==> src/rtl/errstat_pkg.sv <==
package errstat_pkg;

    localparam int REG_W = 16;
    localparam int NGEN  = 4;            // event-driven flags
    localparam int NFLAG = NGEN + 1;     // plus the thermal flag
    localparam int THERM_IDX = NGEN;

    typedef enum logic [1:0] {
        RT_NONE = 2'd0,
        RT_SMI  = 2'd1,
        RT_SCI  = 2'd2,
        RT_SERR = 2'd3
    } therm_route_e;

    typedef struct packed {
        logic smi;
        logic sci;
        logic serr;
    } route_en_t;

    // Bit position of each flag inside the status word.
    function automatic int flag_pos(input int idx);
        case (idx)
            0:       return 14;
            1:       return 13;
            2:       return 9;
            3:       return 7;
            default: return 11;
        endcase
    endfunction

    function automatic logic [REG_W-1:0] flag_mask();
        logic [REG_W-1:0] m;
        m = '0;
        for (int i = 0; i < NFLAG; i++) m[flag_pos(i)] = 1'b1;
        return m;
    endfunction

    function automatic logic [1:0] route_count(input route_en_t en);
        return {1'b0, en.smi} + {1'b0, en.sci} + {1'b0, en.serr};
    endfunction

endpackage

==> src/rtl/errstat_flag_bank.sv <==
module errstat_flag_bank #(
    parameter int N = 5
) (
    input  logic         clk,
    input  logic         por_rst,
    input  logic [N-1:0] set_i,
    input  logic [N-1:0] clr_i,
    output logic [N-1:0] flag_o,
    output logic [N-1:0] rise_o
);

    generate
        for (genvar g = 0; g < N; g++) begin : g_cell
            logic q;
            always_ff @(posedge clk) begin
                if (por_rst)
                    q <= 1'b0;
                else
                    q <= set_i[g] | (q & ~clr_i[g]);   // set beats clear
            end
            assign flag_o[g] = q;
            assign rise_o[g] = set_i[g] & ~q;
        end
    endgenerate

endmodule

==> src/rtl/errstat_therm_router.sv <==
module errstat_therm_router
    import errstat_pkg::*;
(
    input  logic         trip_i,
    input  route_en_t    en_i,
    input  logic         global_en_i,
    input  logic         flag_i,
    output logic         dispatch_o,
    output therm_route_e route_o,
    output logic         cfg_err_o
);

    logic [1:0] n_routes;

    always_comb begin
        n_routes  = route_count(en_i);
        cfg_err_o = (n_routes > 2'd1);
        if (n_routes != 2'd1)
            route_o = RT_NONE;
        else if (en_i.smi)
            route_o = RT_SMI;
        else if (en_i.sci)
            route_o = RT_SCI;
        else
            route_o = RT_SERR;
        dispatch_o = trip_i && !flag_i && (route_o != RT_NONE)
                  && ((route_o != RT_SERR) || global_en_i);
    end

endmodule

==> src/rtl/errstat_msg_gen.sv <==
module errstat_msg_gen #(
    parameter int W = 3
) (
    input  logic         clk,
    input  logic         por_rst,
    input  logic         warm_rst,
    input  logic [W-1:0] fire_i,
    output logic [W-1:0] pulse_o
);

    always_ff @(posedge clk) begin
        if (por_rst || warm_rst)
            pulse_o <= '0;
        else
            pulse_o <= fire_i;
    end

endmodule

==> src/rtl/errstat_reporter.sv <==
module errstat_reporter
    import errstat_pkg::*;
(
    input  logic             clk,
    input  logic             por_rst,
    input  logic             warm_rst,
    input  logic [NGEN-1:0]  hw_evt,
    input  logic             therm_trip,
    input  logic             err_global_en,
    input  logic [NGEN-1:0]  err_src_en,
    input  logic             therm_en_smi,
    input  logic             therm_en_sci,
    input  logic             therm_en_serr,
    input  logic             csr_wr,
    input  logic [REG_W-1:0] csr_wdata,
    output logic [REG_W-1:0] csr_rdata,
    output logic             err_msg_req,
    output logic             smi_req,
    output logic             sci_req,
    output logic             therm_cfg_err
);

    localparam int PW = 3;

    logic [NFLAG-1:0] set_v, clr_v, flag_v, rise_v;
    logic             dispatch;
    therm_route_e     route;
    route_en_t        route_en;
    logic [PW-1:0]    fire_v, pulse_v;

    assign route_en = '{smi: therm_en_smi, sci: therm_en_sci, serr: therm_en_serr};

    errstat_therm_router u_router (
        .trip_i      (therm_trip),
        .en_i        (route_en),
        .global_en_i (err_global_en),
        .flag_i      (flag_v[THERM_IDX]),
        .dispatch_o  (dispatch),
        .route_o     (route),
        .cfg_err_o   (therm_cfg_err)
    );

    assign set_v = {dispatch, hw_evt};

    generate
        for (genvar g = 0; g < NFLAG; g++) begin : g_map
            localparam int P = flag_pos(g);
            assign clr_v[g] = csr_wr & csr_wdata[P];
        end
    endgenerate

    errstat_flag_bank #(.N(NFLAG)) u_flags (
        .clk     (clk),
        .por_rst (por_rst),
        .set_i   (set_v),
        .clr_i   (clr_v),
        .flag_o  (flag_v),
        .rise_o  (rise_v)
    );

    always_comb begin
        fire_v[0] = (err_global_en && |(rise_v[NGEN-1:0] & err_src_en))
                 || (rise_v[THERM_IDX] && route == RT_SERR);
        fire_v[1] = rise_v[THERM_IDX] && route == RT_SMI;
        fire_v[2] = rise_v[THERM_IDX] && route == RT_SCI;
    end

    errstat_msg_gen #(.W(PW)) u_msg (
        .clk      (clk),
        .por_rst  (por_rst),
        .warm_rst (warm_rst),
        .fire_i   (fire_v),
        .pulse_o  (pulse_v)
    );

    always_comb begin
        csr_rdata = '0;
        for (int i = 0; i < NFLAG; i++) csr_rdata[flag_pos(i)] = flag_v[i];
    end

    assign err_msg_req = pulse_v[0];
    assign smi_req     = pulse_v[1];
    assign sci_req     = pulse_v[2];

endmodule

==> config.mk <==
export PLATFORM = sky130hd
export DESIGN_NAME = errstat_reporter
export DESIGN_NICKNAME = d
export VERILOG_FILES = /design/src/rtl/errstat_pkg.sv /design/src/rtl/errstat_flag_bank.sv /design/src/rtl/errstat_therm_router.sv /design/src/rtl/errstat_msg_gen.sv /design/src/rtl/errstat_reporter.sv
export SDC_FILE = /design/constraint.sdc
export NUM_CORES = 1
export LEC_CHECK = 0
export CORE_AREA = 2 2 42 52
export DETAILED_ROUTE_END_ITERATION = 7
export DIE_AREA = 0 0 44 54
export PLACE_DENSITY_LB_ADDON = 0.1
export SYNTH_ARGS = -nofsm -noshare
export SYNTH_HDL_FRONTEND = slang
export SYNTH_SLANG_ARGS = --single-unit
==> constraint.sdc <==
create_clock -name clk -period 2.35 [get_ports clk]
set_input_delay 0.5875 -clock clk [delete_from_list [all_inputs] [get_ports clk]]
set_output_delay 0.5875 -clock clk [all_outputs]
set_load 0.005 [all_outputs]
==> flow_metrics.py <==
metrics = {
    "clocking": {
        "clkTransAtPathRegs_ns": 0.06,
        "clkSinkCount": 8,
        "postCtsSetupBuffers": 0,
        "clk_latency_ns": 0.25,
        "root_buffer": "clkbuf_4",
        "cts_tree": "built",
        "maximum_buffer_depth_of_the_clock_tree": 2,
        "htree_levels": 1,
        "cts_inserted_buffers": 3,
    },
    "grt": {
        "grtUsageTotal_pct": 10.2,
        "globalRouteOverflowTotal": 0,
        "first_global_vias": 425,
        "grt_start_max_net_pins": 7,
        "first_pass_grt_wire_length_um": 1730,
        "antenna_found_initial": 0,
    },
    "detailed_routing": {
        "drtPass1Iterations": 2,
        "routed_wire_length_per_instance_um": 9.84,
        "route.detailed.drc": 0,
        "drtIter0Drc": 8,
        "detail_route.wirelength_um": 1100,
        "routed_via_density": 4.09,
        "drtAntennaViolNets": 0,
        "detailroute.via_count": 458,
    },
    "setup_path": {
        "crit_required_ns": 1.76,
        "critical_path.max_fanout": 2,
        "endpoint_kind": "output pin",
        "worstSetupPathType": "in -> out",
        "cp_data_arrival_time_ns": 1.69,
        "critPathLaunchType": "input port",
    },
    "yosys": {
        "mappedNetlistArea_um2": 473,
        "netlist.top_cell.by_area": "dfxtp_1",
        "yosys_warnings": 0,
        "yosys.area.top_type_share_pct": 33.9,
        "synth_enable_flop_cells": 0,
        "synth_async_sr_flop_share_pct": 0,
        "synth_cell_types": 17,
        "synth_commonest_cells": "16 x buf_4, 10 x nand2_1, 8 x dfxtp_1, 6 x nor2_1, 5 x a21oi_1",
        "synth-main-ff-cell": "dfxtp_1",
        "ys_seq_area_share_pct": 33.9,
        "synth_most_common_cell": "buf_4",
        "synth_cells": 60,
        "avg_inst_size_synth_um2": 7.88,
        "synth_area_leaders": "dfxtp_1 34%, buf_4 25%, nand2_1 7.9%",
        "total_of_flip_flops_plus_latches_after_synthesis": 8,
    },
    "layout": {
        "post_route_cells_drive_above_1_share_pct": 12.0,
        "num-nets-final": 128,
        "n_antenna_cell": 0,
        "syn_to_final_growth_pct": 63.8,
        "finalNonFillerCells": 112,
    },
    "placement": {
        "io_buffers": 30,
        "placed_cells": 109,
        "dpl_wire_length_um": 954,
        "place_congestion": 0.766,
    },
    "timing": {
        "finClkSkew_ns": 0.00323,
        "final-hold-violation-count": 0,
        "grt_setup_unrepaired": "no",
        "max_freq_mhz": 439,
        "final-setup-viol-count": 0,
        "layout_worst_path_cycle_share_pct": 97.0,
        "final-max-slew-violation-count": 0,
        "period_minus_ws_final_ns": 2.28,
    },
    "job": {
        "cap_viol_max_count": 0,
    },
    "floorplan": {
        "design.core.area_mm2": 0.00194,
        "top_level_ports": 53,
        "floorplan.die_area_mm2": 0.00238,
        "rows": 18,
        "starting_density_of_the_core_pct": 24.4,
        "die-height_um": 54,
        "die_width_um": 44,
    },
    "power_and_ir_drop": {
        "p_total_uw": 344,
        "power-per-cell-area_mw_per_mm2": 444,
        "ir_drop_mv": 0.190,
        "static-leakage-power_nw": 0.350,
    },
    "outcome": {
        "run_status": "finished clean",
    },
    "worst_hold_path": {
        "worst_hold_path_type": "reg -> reg",
    },
}
timing repair:
item,in CTS,in global routing
hold endpoints to repair,0,0
gates resized for setup,6,0
hold buffers,0,0
endpoints found under the setup margin,1,0
state kept, by name, indices dropped and copies added (netlist names):
signal,flops
u_flags.g_cell.q,5
u_msg.pulse_o,3
area by class of cell:
class | count | area, um^2
multi-input combinational | 42 | 218
clock buffer | 3 | 22.5
fill | 201 | 1160
inverter | 4 | 15.0
sequential | 8 | 160
timing repair buffer | 35 | 334
tap | 20 | 25.0
where the power goes:
part           total [mW]  internal [mW]  switching (mW)
registers           0.147          0.143         0.00439
logic              0.0923         0.0603          0.0320
clock network       0.104         0.0584          0.0459
total               0.344          0.261          0.0823
kinds of logic after synthesis:
kind of cell	after synthesis	share of synthesized area, %
AND/OR/NAND/NOR	21	20.9
buffers and inverters	20	28.6
AO/OA/AOI/OAI	9	11.6
flip-flops	8	33.9
adder cells (fa/ha/maj)	1	4.23
other	1	0.793
metrics by stage:
| step | hold WS, ns | util (%) | setup TNS (ns) | setup WS (ns) | instance area (um^2) |
|---|---|---|---|---|---|
| final | 0.474 | 40.0 | 0 | 0.0710 | 774 |
| after global routing | 0.531 | 40.0 | 0 | 0.00700 | 774 |
| after CTS | 0.480 | 40.0 | 0 | 0.0626 | 774 |
| after detailed placement | 0.472 | 38.9 | -0.611 | -0.369 | 753 |
| after global placement | 0.467 | 38.9 | -0.573 | -0.358 | 753 |
| after floorplan | 0.439 | - | 0 | 0.374 | 510 |
worst max-delay path, stage by stage:
cell and delay, ns:
clkdlybuf4s50_1 0.45, inv_1 0.05, fa_2 0.33, inv_1 0.06, dlygate4sd2_1 0.22
cells in the final DEF (no fill, tap or decap), types with 2 or more instances in the layout:
cell type,instances
clkdlybuf4s50_1,27
buf_4,5
conb_1,11
nand2_1,10
inv_2,2
dlygate4sd2_1,3
clkbuf_4,3
a21oi_1,5
nor2_1,6
dfxtp_1,8
inv_1,2
final timing paths:
| kind | start | to | depth (start not counted) | slack, ns |
|---|---|---|---|---|
| max reg2reg | u_flags.g_cell[4].q | u_msg.pulse_o[0] | 3 | 1.15 |
| max | therm_en_serr | therm_cfg_err | 5 | 0.07 |
| min | u_flags.g_cell[4].q | u_flags.g_cell[4].q | 2 | 0.47 |
| min reg2reg | u_flags.g_cell[4].q | u_flags.g_cell[4].q | 2 | 0.47 |
layer usage:
| metal | GRT usage, % | up-vias | wire, um |
|---|---|---|---|
| met5 | 0 | - | 0 |
| met4 | 7.58 | 0 | 19 |
| met3 | 2.68 | 2 | 87 |
| met2 | 19.1 | 18 | 584 |
| met1 | 9.38 | 203 | 410 |
| li1 | - | 235 | - |
Note: power is estimated with default switching activity, not from simulation.
